===== src/rtl/coh_pkg.sv =====
package coh_pkg;

  typedef enum logic [1:0] {
    LS_INV = 2'd0,
    LS_SHR = 2'd1,
    LS_EXC = 2'd2
  } line_state_e;

  typedef enum logic [1:0] {
    MK_RD_MISS   = 2'd0,
    MK_WR_MISS   = 2'd1,
    MK_WRBACK    = 2'd2,
    MK_HOME_DATA = 2'd3
  } msg_kind_e;

  typedef enum logic [1:0] {
    CK_INVAL       = 2'd0,
    CK_FETCH       = 2'd1,
    CK_FETCH_INVAL = 2'd2,
    CK_NOP         = 2'd3
  } cmd_kind_e;

  typedef enum logic [1:0] {
    FS_IDLE = 2'd0,
    FS_SEND = 2'd1,
    FS_WAIT = 2'd2
  } fsm_e;

endpackage


===== src/rtl/coh_line_array.sv =====
module coh_line_array
  import coh_pkg::*;
#(
  parameter int LINES  = 4,
  parameter int IDX_W  = $clog2(LINES),
  parameter int TAG_W  = 6,
  parameter int DATA_W = 16
) (
  input  logic              clk,
  input  logic              rst_n,
  input  logic [IDX_W-1:0]  rd_a_idx,
  output line_state_e       rd_a_state,
  output logic [TAG_W-1:0]  rd_a_tag,
  output logic [DATA_W-1:0] rd_a_data,
  input  logic [IDX_W-1:0]  rd_b_idx,
  output line_state_e       rd_b_state,
  output logic [TAG_W-1:0]  rd_b_tag,
  output logic [DATA_W-1:0] rd_b_data,
  input  logic              wr_en,
  input  logic [IDX_W-1:0]  wr_idx,
  input  logic              wr_full,
  input  line_state_e       wr_state,
  input  logic [TAG_W-1:0]  wr_tag,
  input  logic [DATA_W-1:0] wr_data
);

  line_state_e       st_q  [LINES];
  logic [TAG_W-1:0]  tag_q [LINES];
  logic [DATA_W-1:0] dat_q [LINES];
  logic [LINES-1:0]  line_sel;

  for (genvar g = 0; g < LINES; g++) begin : g_sel
    assign line_sel[g] = wr_en && (wr_idx == IDX_W'(g));
  end

  always_ff @(posedge clk or negedge rst_n) begin
    if (!rst_n) begin
      for (int i = 0; i < LINES; i++) begin
        st_q[i]  <= LS_INV;
        tag_q[i] <= '0;
        dat_q[i] <= '0;
      end
    end else begin
      for (int i = 0; i < LINES; i++) begin
        if (line_sel[i]) begin
          st_q[i] <= wr_state;
          if (wr_full) begin
            tag_q[i] <= wr_tag;
            dat_q[i] <= wr_data;
          end
        end
      end
    end
  end

  assign rd_a_state = st_q[rd_a_idx];
  assign rd_a_tag   = tag_q[rd_a_idx];
  assign rd_a_data  = dat_q[rd_a_idx];
  assign rd_b_state = st_q[rd_b_idx];
  assign rd_b_tag   = tag_q[rd_b_idx];
  assign rd_b_data  = dat_q[rd_b_idx];

  // a fill always installs a readable line
  assert_fill_valid_R3: assert property (@(posedge clk) disable iff (!rst_n)
    wr_en && wr_full |-> wr_state != LS_INV);

  // a written state is what the line holds one cycle later
  assert_state_lands_R6: assert property (@(posedge clk) disable iff (!rst_n)
    wr_en |=> st_q[$past(wr_idx)] == $past(wr_state));

endmodule


===== src/rtl/coh_ctrl.sv =====
module coh_ctrl
  import coh_pkg::*;
#(
  parameter int ADDR_W  = 8,
  parameter int DATA_W  = 16,
  parameter int LINES   = 4,
  parameter int NODE_W  = 2,
  parameter int NODE_ID = 1,
  parameter int IDX_W   = $clog2(LINES),
  parameter int TAG_W   = ADDR_W - IDX_W
) (
  input  logic              clk,
  input  logic              rst_n,
  input  logic              cpu_req,
  input  logic              cpu_we,
  input  logic [ADDR_W-1:0] cpu_addr,
  input  logic [DATA_W-1:0] cpu_wdata,
  output logic              cpu_ready,
  output logic [DATA_W-1:0] cpu_rdata,
  output logic              msg_valid,
  output logic [1:0]        msg_kind,
  output logic [NODE_W-1:0] msg_node,
  output logic [ADDR_W-1:0] msg_addr,
  output logic [DATA_W-1:0] msg_data,
  input  logic              rep_valid,
  input  logic [DATA_W-1:0] rep_data,
  input  logic              cmd_valid,
  input  logic [1:0]        cmd_kind,
  input  logic [ADDR_W-1:0] cmd_addr,
  output logic              cmd_ack,
  output logic [IDX_W-1:0]  ca_idx,
  input  line_state_e       ca_state,
  input  logic [TAG_W-1:0]  ca_tag,
  input  logic [DATA_W-1:0] ca_data,
  output logic [IDX_W-1:0]  cb_idx,
  input  line_state_e       cb_state,
  input  logic [TAG_W-1:0]  cb_tag,
  input  logic [DATA_W-1:0] cb_data,
  output logic              wr_en,
  output logic [IDX_W-1:0]  wr_idx,
  output logic              wr_full,
  output line_state_e       wr_state,
  output logic [TAG_W-1:0]  wr_tag,
  output logic [DATA_W-1:0] wr_data
);

  function automatic logic [IDX_W-1:0] line_idx(input logic [ADDR_W-1:0] a);
    return a[IDX_W-1:0];
  endfunction

  function automatic logic [TAG_W-1:0] line_tag(input logic [ADDR_W-1:0] a);
    return a[ADDR_W-1:IDX_W];
  endfunction

  function automatic logic [ADDR_W-1:0] join_addr(input logic [TAG_W-1:0] t,
                                                  input logic [IDX_W-1:0] i);
    return {t, i};
  endfunction

  fsm_e fsm_q, fsm_d;

  // named internal events
  logic cpu_tag_match, cpu_present, cpu_hit, victim_dirty;
  logic cmd_present;
  logic cpu_slot, cmd_slot;
  logic hit_evt, miss_evt, wb_evt, fill_evt, fetch_out, cmd_write;
  msg_kind_e miss_kind, kind_sel;

  assign ca_idx = line_idx(cpu_addr);
  assign cb_idx = line_idx(cmd_addr);

  assign cpu_tag_match = (ca_tag == line_tag(cpu_addr));
  assign cpu_present   = (ca_state != LS_INV) && cpu_tag_match;
  assign cpu_hit       = cpu_present && (!cpu_we || ca_state == LS_EXC);
  assign victim_dirty  = (ca_state == LS_EXC) && !cpu_tag_match;
  assign cmd_present   = (cb_state != LS_INV) && (cb_tag == line_tag(cmd_addr));

  assign cmd_slot = cmd_valid &&
                    (fsm_q == FS_IDLE || (fsm_q == FS_WAIT && !rep_valid));
  assign cpu_slot = cpu_req && fsm_q == FS_IDLE && !cmd_valid;

  assign hit_evt   = cpu_slot && cpu_hit;
  assign miss_evt  = cpu_slot && !cpu_hit;
  assign wb_evt    = miss_evt && victim_dirty;
  assign fill_evt  = (fsm_q == FS_WAIT) && rep_valid;
  assign fetch_out = cmd_slot && cmd_present && cb_state == LS_EXC &&
                     (cmd_kind == CK_FETCH || cmd_kind == CK_FETCH_INVAL);
  assign cmd_write = cmd_slot && cmd_present && cmd_kind != CK_NOP;

  assign miss_kind = cpu_we ? MK_WR_MISS : MK_RD_MISS;

  // state register
  always_ff @(posedge clk or negedge rst_n) begin
    if (!rst_n) fsm_q <= FS_IDLE;
    else        fsm_q <= fsm_d;
  end

  always_comb begin
    fsm_d = fsm_q;
    case (fsm_q)
      FS_IDLE: begin
        if (wb_evt)        fsm_d = FS_SEND;
        else if (miss_evt) fsm_d = FS_WAIT;
      end
      FS_SEND: fsm_d = FS_WAIT;
      FS_WAIT: if (fill_evt) fsm_d = FS_IDLE;
      default: fsm_d = FS_IDLE;
    endcase
  end

  // line array write port: the event sources never coincide
  always_comb begin
    wr_en    = 1'b0;
    wr_idx   = ca_idx;
    wr_full  = 1'b0;
    wr_state = LS_INV;
    wr_tag   = line_tag(cpu_addr);
    wr_data  = cpu_wdata;
    if (fill_evt) begin
      wr_en    = 1'b1;
      wr_full  = 1'b1;
      wr_state = cpu_we ? LS_EXC : LS_SHR;
      wr_data  = cpu_we ? cpu_wdata : rep_data;
    end else if (hit_evt && cpu_we) begin
      wr_en    = 1'b1;
      wr_full  = 1'b1;
      wr_state = LS_EXC;
    end else if (miss_evt) begin
      wr_en    = 1'b1;
      wr_state = LS_INV;
    end else if (cmd_write) begin
      wr_en  = 1'b1;
      wr_idx = cb_idx;
      if (cmd_kind == CK_FETCH)
        wr_state = (cb_state == LS_EXC) ? LS_SHR : cb_state;
      else
        wr_state = LS_INV;
    end
  end

  // processor side
  assign cpu_ready = hit_evt || fill_evt;
  assign cpu_rdata = fill_evt ? rep_data : ca_data;
  assign cmd_ack   = cmd_slot;

  // outgoing messages
  always_comb begin
    msg_valid = 1'b0;
    kind_sel  = MK_RD_MISS;
    msg_addr  = cpu_addr;
    msg_data  = '0;
    if (wb_evt) begin
      msg_valid = 1'b1;
      kind_sel  = MK_WRBACK;
      msg_addr  = join_addr(ca_tag, ca_idx);
      msg_data  = ca_data;
    end else if (miss_evt || fsm_q == FS_SEND) begin
      msg_valid = 1'b1;
      kind_sel  = miss_kind;
    end else if (fetch_out) begin
      msg_valid = 1'b1;
      kind_sel  = MK_HOME_DATA;
      msg_addr  = cmd_addr;
      msg_data  = cb_data;
    end
  end

  assign msg_kind = kind_sel;
  assign msg_node = NODE_W'(NODE_ID);

  // no second miss message while one is pending
  assert_one_miss_R12: assert property (@(posedge clk) disable iff (!rst_n)
    fsm_q == FS_WAIT |-> !(msg_valid && (msg_kind == MK_RD_MISS || msg_kind == MK_WR_MISS)));

  // write-back is followed next cycle by the miss message
  assert_wb_then_miss_R9: assert property (@(posedge clk) disable iff (!rst_n)
    msg_valid && msg_kind == MK_WRBACK |=>
      msg_valid && (msg_kind == MK_RD_MISS || msg_kind == MK_WR_MISS));

  // the processor never completes without a request
  assert_ready_has_req_R2: assert property (@(posedge clk) disable iff (!rst_n)
    cpu_ready |-> cpu_req);

  // a store hit on an owned line is silent
  assert_store_hit_quiet_R5: assert property (@(posedge clk) disable iff (!rst_n)
    hit_evt && cpu_we |-> !msg_valid);

  // data to home only answers an acknowledged command
  assert_home_data_acked_R7: assert property (@(posedge clk) disable iff (!rst_n)
    msg_valid && msg_kind == MK_HOME_DATA |-> cmd_ack);

  // at most one writer of the line array per cycle
  assert_single_writer_R13: assert property (@(posedge clk) disable iff (!rst_n)
    $countones({fill_evt, hit_evt && cpu_we, miss_evt, cmd_write}) <= 1);

  // reply only completes a pending miss
  assert_fill_after_miss_R3: assert property (@(posedge clk) disable iff (!rst_n)
    fill_evt |-> cpu_ready && !cmd_ack);

endmodule


===== src/rtl/coh_node_cache.sv =====
module coh_node_cache
  import coh_pkg::*;
#(
  parameter int ADDR_W  = 8,
  parameter int DATA_W  = 16,
  parameter int LINES   = 4,
  parameter int NODE_W  = 2,
  parameter int NODE_ID = 1
) (
  input  logic              clk,
  input  logic              rst_n,
  input  logic              cpu_req,
  input  logic              cpu_we,
  input  logic [ADDR_W-1:0] cpu_addr,
  input  logic [DATA_W-1:0] cpu_wdata,
  output logic              cpu_ready,
  output logic [DATA_W-1:0] cpu_rdata,
  output logic              msg_valid,
  output logic [1:0]        msg_kind,
  output logic [NODE_W-1:0] msg_node,
  output logic [ADDR_W-1:0] msg_addr,
  output logic [DATA_W-1:0] msg_data,
  input  logic              rep_valid,
  input  logic [DATA_W-1:0] rep_data,
  input  logic              cmd_valid,
  input  logic [1:0]        cmd_kind,
  input  logic [ADDR_W-1:0] cmd_addr,
  output logic              cmd_ack
);

  localparam int IDX_W = $clog2(LINES);
  localparam int TAG_W = ADDR_W - IDX_W;

  logic [IDX_W-1:0]  ca_idx, cb_idx, wr_idx;
  line_state_e       ca_state, cb_state, wr_state;
  logic [TAG_W-1:0]  ca_tag, cb_tag, wr_tag;
  logic [DATA_W-1:0] ca_data, cb_data, wr_data;
  logic              wr_en, wr_full;

  coh_line_array #(
    .LINES (LINES),
    .IDX_W (IDX_W),
    .TAG_W (TAG_W),
    .DATA_W(DATA_W)
  ) u_lines (
    .clk       (clk),
    .rst_n     (rst_n),
    .rd_a_idx  (ca_idx),
    .rd_a_state(ca_state),
    .rd_a_tag  (ca_tag),
    .rd_a_data (ca_data),
    .rd_b_idx  (cb_idx),
    .rd_b_state(cb_state),
    .rd_b_tag  (cb_tag),
    .rd_b_data (cb_data),
    .wr_en     (wr_en),
    .wr_idx    (wr_idx),
    .wr_full   (wr_full),
    .wr_state  (wr_state),
    .wr_tag    (wr_tag),
    .wr_data   (wr_data)
  );

  coh_ctrl #(
    .ADDR_W (ADDR_W),
    .DATA_W (DATA_W),
    .LINES  (LINES),
    .NODE_W (NODE_W),
    .NODE_ID(NODE_ID),
    .IDX_W  (IDX_W),
    .TAG_W  (TAG_W)
  ) u_ctrl (
    .clk      (clk),
    .rst_n    (rst_n),
    .cpu_req  (cpu_req),
    .cpu_we   (cpu_we),
    .cpu_addr (cpu_addr),
    .cpu_wdata(cpu_wdata),
    .cpu_ready(cpu_ready),
    .cpu_rdata(cpu_rdata),
    .msg_valid(msg_valid),
    .msg_kind (msg_kind),
    .msg_node (msg_node),
    .msg_addr (msg_addr),
    .msg_data (msg_data),
    .rep_valid(rep_valid),
    .rep_data (rep_data),
    .cmd_valid(cmd_valid),
    .cmd_kind (cmd_kind),
    .cmd_addr (cmd_addr),
    .cmd_ack  (cmd_ack),
    .ca_idx   (ca_idx),
    .ca_state (ca_state),
    .ca_tag   (ca_tag),
    .ca_data  (ca_data),
    .cb_idx   (cb_idx),
    .cb_state (cb_state),
    .cb_tag   (cb_tag),
    .cb_data  (cb_data),
    .wr_en    (wr_en),
    .wr_idx   (wr_idx),
    .wr_full  (wr_full),
    .wr_state (wr_state),
    .wr_tag   (wr_tag),
    .wr_data  (wr_data)
  );

  // nothing leaves the block while reset is held
  always_comb begin
    if (!rst_n) assert_reset_quiet_R1: assert (!msg_valid && !cpu_ready && !cmd_ack);
  end

endmodule


===== config.mk =====
export PLATFORM = sky130hd
export DESIGN_NAME = coh_node_cache
export DESIGN_NICKNAME = d
export VERILOG_FILES = /design/src/rtl/coh_pkg.sv /design/src/rtl/coh_line_array.sv /design/src/rtl/coh_ctrl.sv /design/src/rtl/coh_node_cache.sv
export SDC_FILE = /design/constraint.sdc
export NUM_CORES = 1
export LEC_CHECK = 0
export BUFFER_PORTS_ARGS = -buffer_cell sky130_fd_sc_hd__buf_2
export CAP_MARGIN = 40
export CORE_MARGIN = 2
export CORE_UTILIZATION = 50
export DETAILED_ROUTE_END_ITERATION = 12
export PLACE_DENSITY = 0.72
export REMOVE_ABC_BUFFERS = 1
export SYNTH_ARGS = -nofsm -noshare
export SYNTH_HDL_FRONTEND = slang
export SYNTH_SLANG_ARGS = --single-unit
export TNS_END_PERCENT = 10

===== constraint.sdc =====
create_clock -name clk -period 6.8 [get_ports clk]
set_input_delay 2.04 -clock clk [delete_from_list [all_inputs] [get_ports clk]]
set_output_delay 2.04 -clock clk [all_outputs]
set_load 0.02 [all_outputs]

# Word level (Yosys, flattened, before mapping)
# Index checks and enable logic that the tools add are counted.
[totals]
regBits = 98
inputBits = 56
output_inout_bits = 47
elab_cells = 126
[op_classes]
magnitude_cmp = 2
eq_ne = 14
mux = 55
n_bitwise = 2
reduce_logical = 40
[ops]
columns = ["cell", "count"]
rows = [
  ["$mux 16", 10],
  ["$bmux 16 s2", 2],
  ["$mux 2", 21],
  ["$bmux 6 s2", 2],
  ["$mux 6", 4],
  ["$mux 8", 3],
  ["$logic_and 1x1->1", 21],
  ["$eq 2x2->1 const B", 6],
  ["$eq 6x6->1", 2],
  ["$mux 1", 10],
  ["$reduce_and 2->1", 5],
  ["$bmux 2 s2", 2],
  ["$eq 2x1->1 const B", 3],
  ["$ge 3x3->1 const B", 2],
  ["$not 2->3", 2],
  ["$pmux 2 s3", 1],
  ["$logic_not 1->1", 5],
  ["$logic_or 1x1->1", 5],
  ["$logic_not 2->1", 2],
  ["$reduce_bool 2->1", 2],
  ["$ne 3x1->1 const B", 1],
  ["$ne 2x1->1 const B", 1],
  ["$ne 2x2->1 const B", 1],
]

# Depth between registers and ports, before layout
[logic_depth]
ltp_word = 15
mapped_depth = 12
ltp_nobuf = 8

# Hierarchy
# Synthesis repeated with hierarchy kept, for this count alone.
[hier_totals]
hier_cells = 416
hier_area_um2 = 6055.8
[modules_own_cells]
columns = ["mod", "n_inst", "cells_each", "area_each_um2", "seq_area_each_um2"]
rows = [
  ["coh_line_array", 1, 268, 4752.1, 2402.3],
  ["coh_ctrl", 1, 148, 1303.8, 50.0],
]

# Worst setup path after synthesis
# No wires, ideal clock.
[synth_path]
kind = "input -> output"
start = "in cmd_addr[0]"
end = "out msg_data[10]"
arrival_time_ps = 4331
required_time_ps = 4760
setup_slack_ps = 429
path_stages = 9
path_buffers = 4
cell_sequence = "buf_2 > buf_6 > mux4_2 > xnor2_1 > o2111a_1 > buf_4 > nand3_1 > clkbuf_1 > o21ai_0"
[synth_between]
elab_chain_len = 12
elab_cells_between_ends = 20
classes_between = "eq/ne: 2; mux: 12; bitwise: 1; reduce/logical: 5"
[synth_lines]
columns = ["item", "line", "source"]
rows = [
  ["start: declaration", "coh_node_cache.sv:27", "input logic [ADDR_W-1:0] cmd_addr,"],
  ["$not 2->3 (implied by the code) *", "coh_line_array.sv:59, coh_line_array.sv:60, coh_line_array.sv:61", ""],
  ["$bmux 6 s2 / $bmux 2 s2 (equally long branches)", "coh_line_array.sv:60, coh_line_array.sv:59", ""],
  ["$mux 6 (implied by the code) / $mux 2 (equally long branches) (2 in series)", "coh_line_array.sv:60, coh_line_array.sv:59", ""],
  ["$eq 6x6->1 / $reduce_bool 2->1 (equally long branches)", "coh_ctrl.sv:76", "assign cmd_present = (cb_state != LS_INV) && (cb_tag == line_tag(cmd_addr));"],
  ["$logic_and 1x1->1", "coh_ctrl.sv:76", ""],
  ["$logic_and 1x1->1 (3 in series)", "coh_ctrl.sv:86", "assign fetch_out = cmd_slot && cmd_present && cb_state == LS_EXC &&"],
  ["$mux 16 *", "coh_ctrl.sv:160", "end else if (fetch_out) begin"],
  ["$mux 16 *", "coh_ctrl.sv:157", "end else if (miss_evt || fsm_q == FS_SEND) begin"],
  ["$mux 16 *", "coh_ctrl.sv:152", "if (wb_evt) begin"],
  ["end: declaration", "coh_node_cache.sv:22", "output logic [DATA_W-1:0] msg_data,"],
]
# Every way passes the cells marked *; elsewhere a longest branch is shown, timed or not. The select of a mux whose other input is x is not followed.

# Worst setup path in the final report
[layout_path]
start = "in cmd_addr[0]"
end = "out msg_addr[0]"
[layout_between]
elab_chain_len = 12
elab_cells_between_ends = 17
classes_between = "eq/ne: 2; mux: 9; bitwise: 1; reduce/logical: 5"
[layout_lines]
columns = ["item", "line", "source"]
rows = [
  ["$not 2->3 (implied by the code)", "coh_line_array.sv:59, coh_line_array.sv:60", ""],
  ["$bmux 6 s2 / $bmux 2 s2 (equally long branches)", "coh_line_array.sv:60, coh_line_array.sv:59", ""],
  ["$mux 6 (implied by the code) / $mux 2 (equally long branches) (2 in series)", "coh_line_array.sv:60, coh_line_array.sv:59", ""],
  ["$eq 6x6->1 / $reduce_bool 2->1 (equally long branches)", "coh_ctrl.sv:76", ""],
  ["$logic_and 1x1->1", "coh_ctrl.sv:76", ""],
  ["$logic_and 1x1->1 (3 in series)", "coh_ctrl.sv:86", ""],
  ["$mux 8 *", "coh_ctrl.sv:160", ""],
  ["$mux 8 *", "coh_ctrl.sv:157", ""],
  ["$mux 8 *", "coh_ctrl.sv:152", ""],
  ["end: declaration", "coh_node_cache.sv:21", "output logic [ADDR_W-1:0] msg_addr,"],
]
# Marked as above.

==> metrics.txt <==
share of layout cells above drive strength 1=0.436; pre-CTS WS=roughly 0.19 ns; Synth Area in Simple Gates=0.0753; Synth Flop Type=dfrtp_1; period utilisation layout=0.961; min setup slack post-route=about 0.26 ns; Core ar.=approximately 0.012 mm²; Fin. Hold Viols=0; Clock Sinks=between 90 and 100; area of the mapped netlist=between 0.006 and 0.007 mm²; main combinational cell family by area after synthesis=multiplexers; number of flops mapped to enable cells by yosys=0; setup_tns=0 ns; hpwl dp=11.4 mm; cell accounting for the most synthesized area=dfrtp_1; Clock Path Buffers=2; standard-cell rows=40; Synth Instances=approximately 500; post-synthesis mux area share=0.305; measured slew at the worst slew-check pin=approximately 0.9 ns; Compound-Gate Fraction of Synth Area=0.143; HP Class=reg -> reg; GRT Total Usage=0.266; Synth top area share=0.399; min-delay src=u_lines.dat_q[57]; most frequent cells in the layout=98 x buf_2, 98 x dfrtp_1, 64 x o2bb2ai_1; diode count=0; Fmax=roughly 150 MHz; DRT met1 WL=about 7 mm; WL met3=about 800 µm; Critical Path AT=~4.5 ns; Max IR drop VDD=0.142 mV; CP startpoint=cmd_addr[0]; Port Buffer Count=100; CP Launch Type=primary input; vias in the first global route=approximately 4900; max-slew violations=0; Post-Route WL=about 17 mm; crit-path max FO=13; largest net degree at the start of global routing=69; Die Span Y=approximately 110 µm; clock transition at the registers of the reported paths=roughly 0.07 ns; total number of vias=~4800; # fillers=about 990; MaxCap Viol Count=0; Reg2Reg Setup Slack=3.42 ns; I/O pins=just over 100; Synth Area per Inst=roughly 12 µm²; Starting Density=0.512; minimum clock period=approximately 6.5 ns; Starting DRT DRC Count=461; CP cell instances=clkbuf_4 -> buf_4 -> mux2i_1 -> xnor2_1 -> nor3_1 -> o21ba_2 -> nand3_1 -> buf_4 -> mux2_2 -> buf_2; Remaining Overflow, GRT=0; register bit total from synthesis=98; status=completed; Worst path most repeated cell=buf_4; die width=between 100 and 150 µm; DP Cell Count=725; P per Cell Area=359 mW/mm²; RSZ-0062 raised after global routing=false; Crit-path slowest cell=nand3_1; Post-route DRC=0; Area Growth Syn to Fin=15.0%; Routability Congestion=between 0.9 and 1; FF-to-FF End=u_lines.dat_q[3]; Avg Vias per Cell=6.43; # nets final=roughly 650; Max Clock Skew=roughly 0.010 ns; Worst setup EP type=output pin; Leak=about 3.2 nW; r2r startpoint=u_lines.tag_q[3]; crit path kind=in -> out; CP Capture Point=msg_addr[0]; Wirelength per Cell=approximately 23 µm; Post-Synth Adder-Cell Area=0.00407; Synth area leaders=dfrtp_1 40%, mux4_2 16%, mux2_2 9.7%, o2bb2ai_1 9.1%, mux2_4 3.2%; die area=roughly 0.013 mm²; initial antenna violation count=0; Final Power=around 0.0025 W; Worst EP required=between 4 and 5 ns; met2 wire length=8.50 mm; CTS tree=built; max incr delay on CP=between 0.3 and 0.4 ns; yosys warns=0; max_slew headroom=0.399; sequential fraction of the synthesis area=0.399; Final setup viols=0; post-route insts no fill=between 700 and 800; clock root buffer=clkbuf_16; top routing layer in use=met4; Synth cell types=a little over 50; cell count of the worst reg-to-reg path=7; Hold-fix buffers, CTS=0; Antenna Nets Post-Route=0; DR pass1 iterations=5; xor/xnor share of the synthesized area=0.0185; CTS H-tree depth=3; Worst-Skew Late Latency=about 0.35 ns; global-route wire length before repair=about 27 mm; ys async rst share=1.00; TritonCTS Buffers=9
critical path, delay by kind of cell:
family,cells,cell delay [ns]
compound gates,1,0.29
xor+xnor,1,0.09
buf+inv,4,0.98
mux,2,0.50
simple gates,2,0.57
worst min path at each step:
stage	cells past startpoint	to	slack, ns
after floorplan	1	u_lines.dat_q[16]	0.47
after global placement	1	u_lines.dat_q[35]	0.48
after detailed placement	1	u_lines.dat_q[31]	0.49
after CTS	1	u_lines.dat_q[22]	0.51
after global routing	1	u_lines.dat_q[41]	0.53
final	1	u_lines.dat_q[57]	0.51
metal layers:
metal | track usage | vias up
li1 | - | 2071
met3 | 0.0274 | 43
met4 | 0.120 | 0
met5 | 0 | -
met1 | 0.354 | 2456
met2 | 0.445 | 195
kinds of logic (layout without fill, tap and decap cells):
| family | after synthesis | after routing |
|---|---|---|
| AND/OR/NAND/NOR | 91 | 91 |
| multiplexers | 119 | 119 |
| adder cells (fa/ha/maj) | 2 | 2 |
| other | 2 | 2 |
| AO/OA/AOI/OAI | 110 | 110 |
| flip-flops | 98 | 98 |
| buffers and inverters | 64 | 159 |
| XOR/XNOR | 13 | 13 |
what timing repair did:
item	CTS	global route
resized for setup	0	1
buffers inserted	0	0
setup endpoints to repair	0	2
synthesized netlist by cell type, types with 6 or more instances:
library cell and count:
buf_2 6, buf_4 7, buf_6 8, clkbuf_1 14, dfrtp_1 98, inv_1 22, mux2_2 53, mux2_4 13
mux2i_1 9, mux4_2 44, nand2_1 45, nand3_1 16, nand4_1 7, o21ai_0 19, o2bb2ai_1 64, xnor2_1 12
state kept, by name, indices dropped and copies added, names as in the netlist:
register and cells:
u_ctrl.fsm_q 2, u_lines.tag_q 24, u_lines.st_q 8, u_lines.dat_q 64
through the flow:
step | cell area (µm²) | util | hold WS, ns
after global routing | 7070 | 0.589 | 0.527
after global placement | 6720 | 0.560 | 0.483
after detailed placement | 6770 | 0.563 | 0.490
final | 7070 | 0.589 | 0.511
after floorplan | 5900 | - | 0.467
after CTS | 7070 | 0.588 | 0.513
power breakdown:
| part | switching [W] | internal, W |
|---|---|---|
| clock network | 0.000236 | 0.000288 |
| registers | 0.000189 | 0.000814 |
| logic | 0.000465 | 0.000548 |
area by class of cell:
type / instances / area (µm²) / share of cell area
well taps: 147 / 184 / 0.0260
multi-input cells: 337 / 3360 / 0.476
clock inverters: 7 / 76.3 / 0.0108
clock buffers: 9 / 225 / 0.0319
repair buffers: 120 / 683 / 0.0966
inverters: 23 / 86.3 / 0.0122
flip-flops and latches: 98 / 2450 / 0.347
No activity file was read; power rests on OpenSTA's default activity.
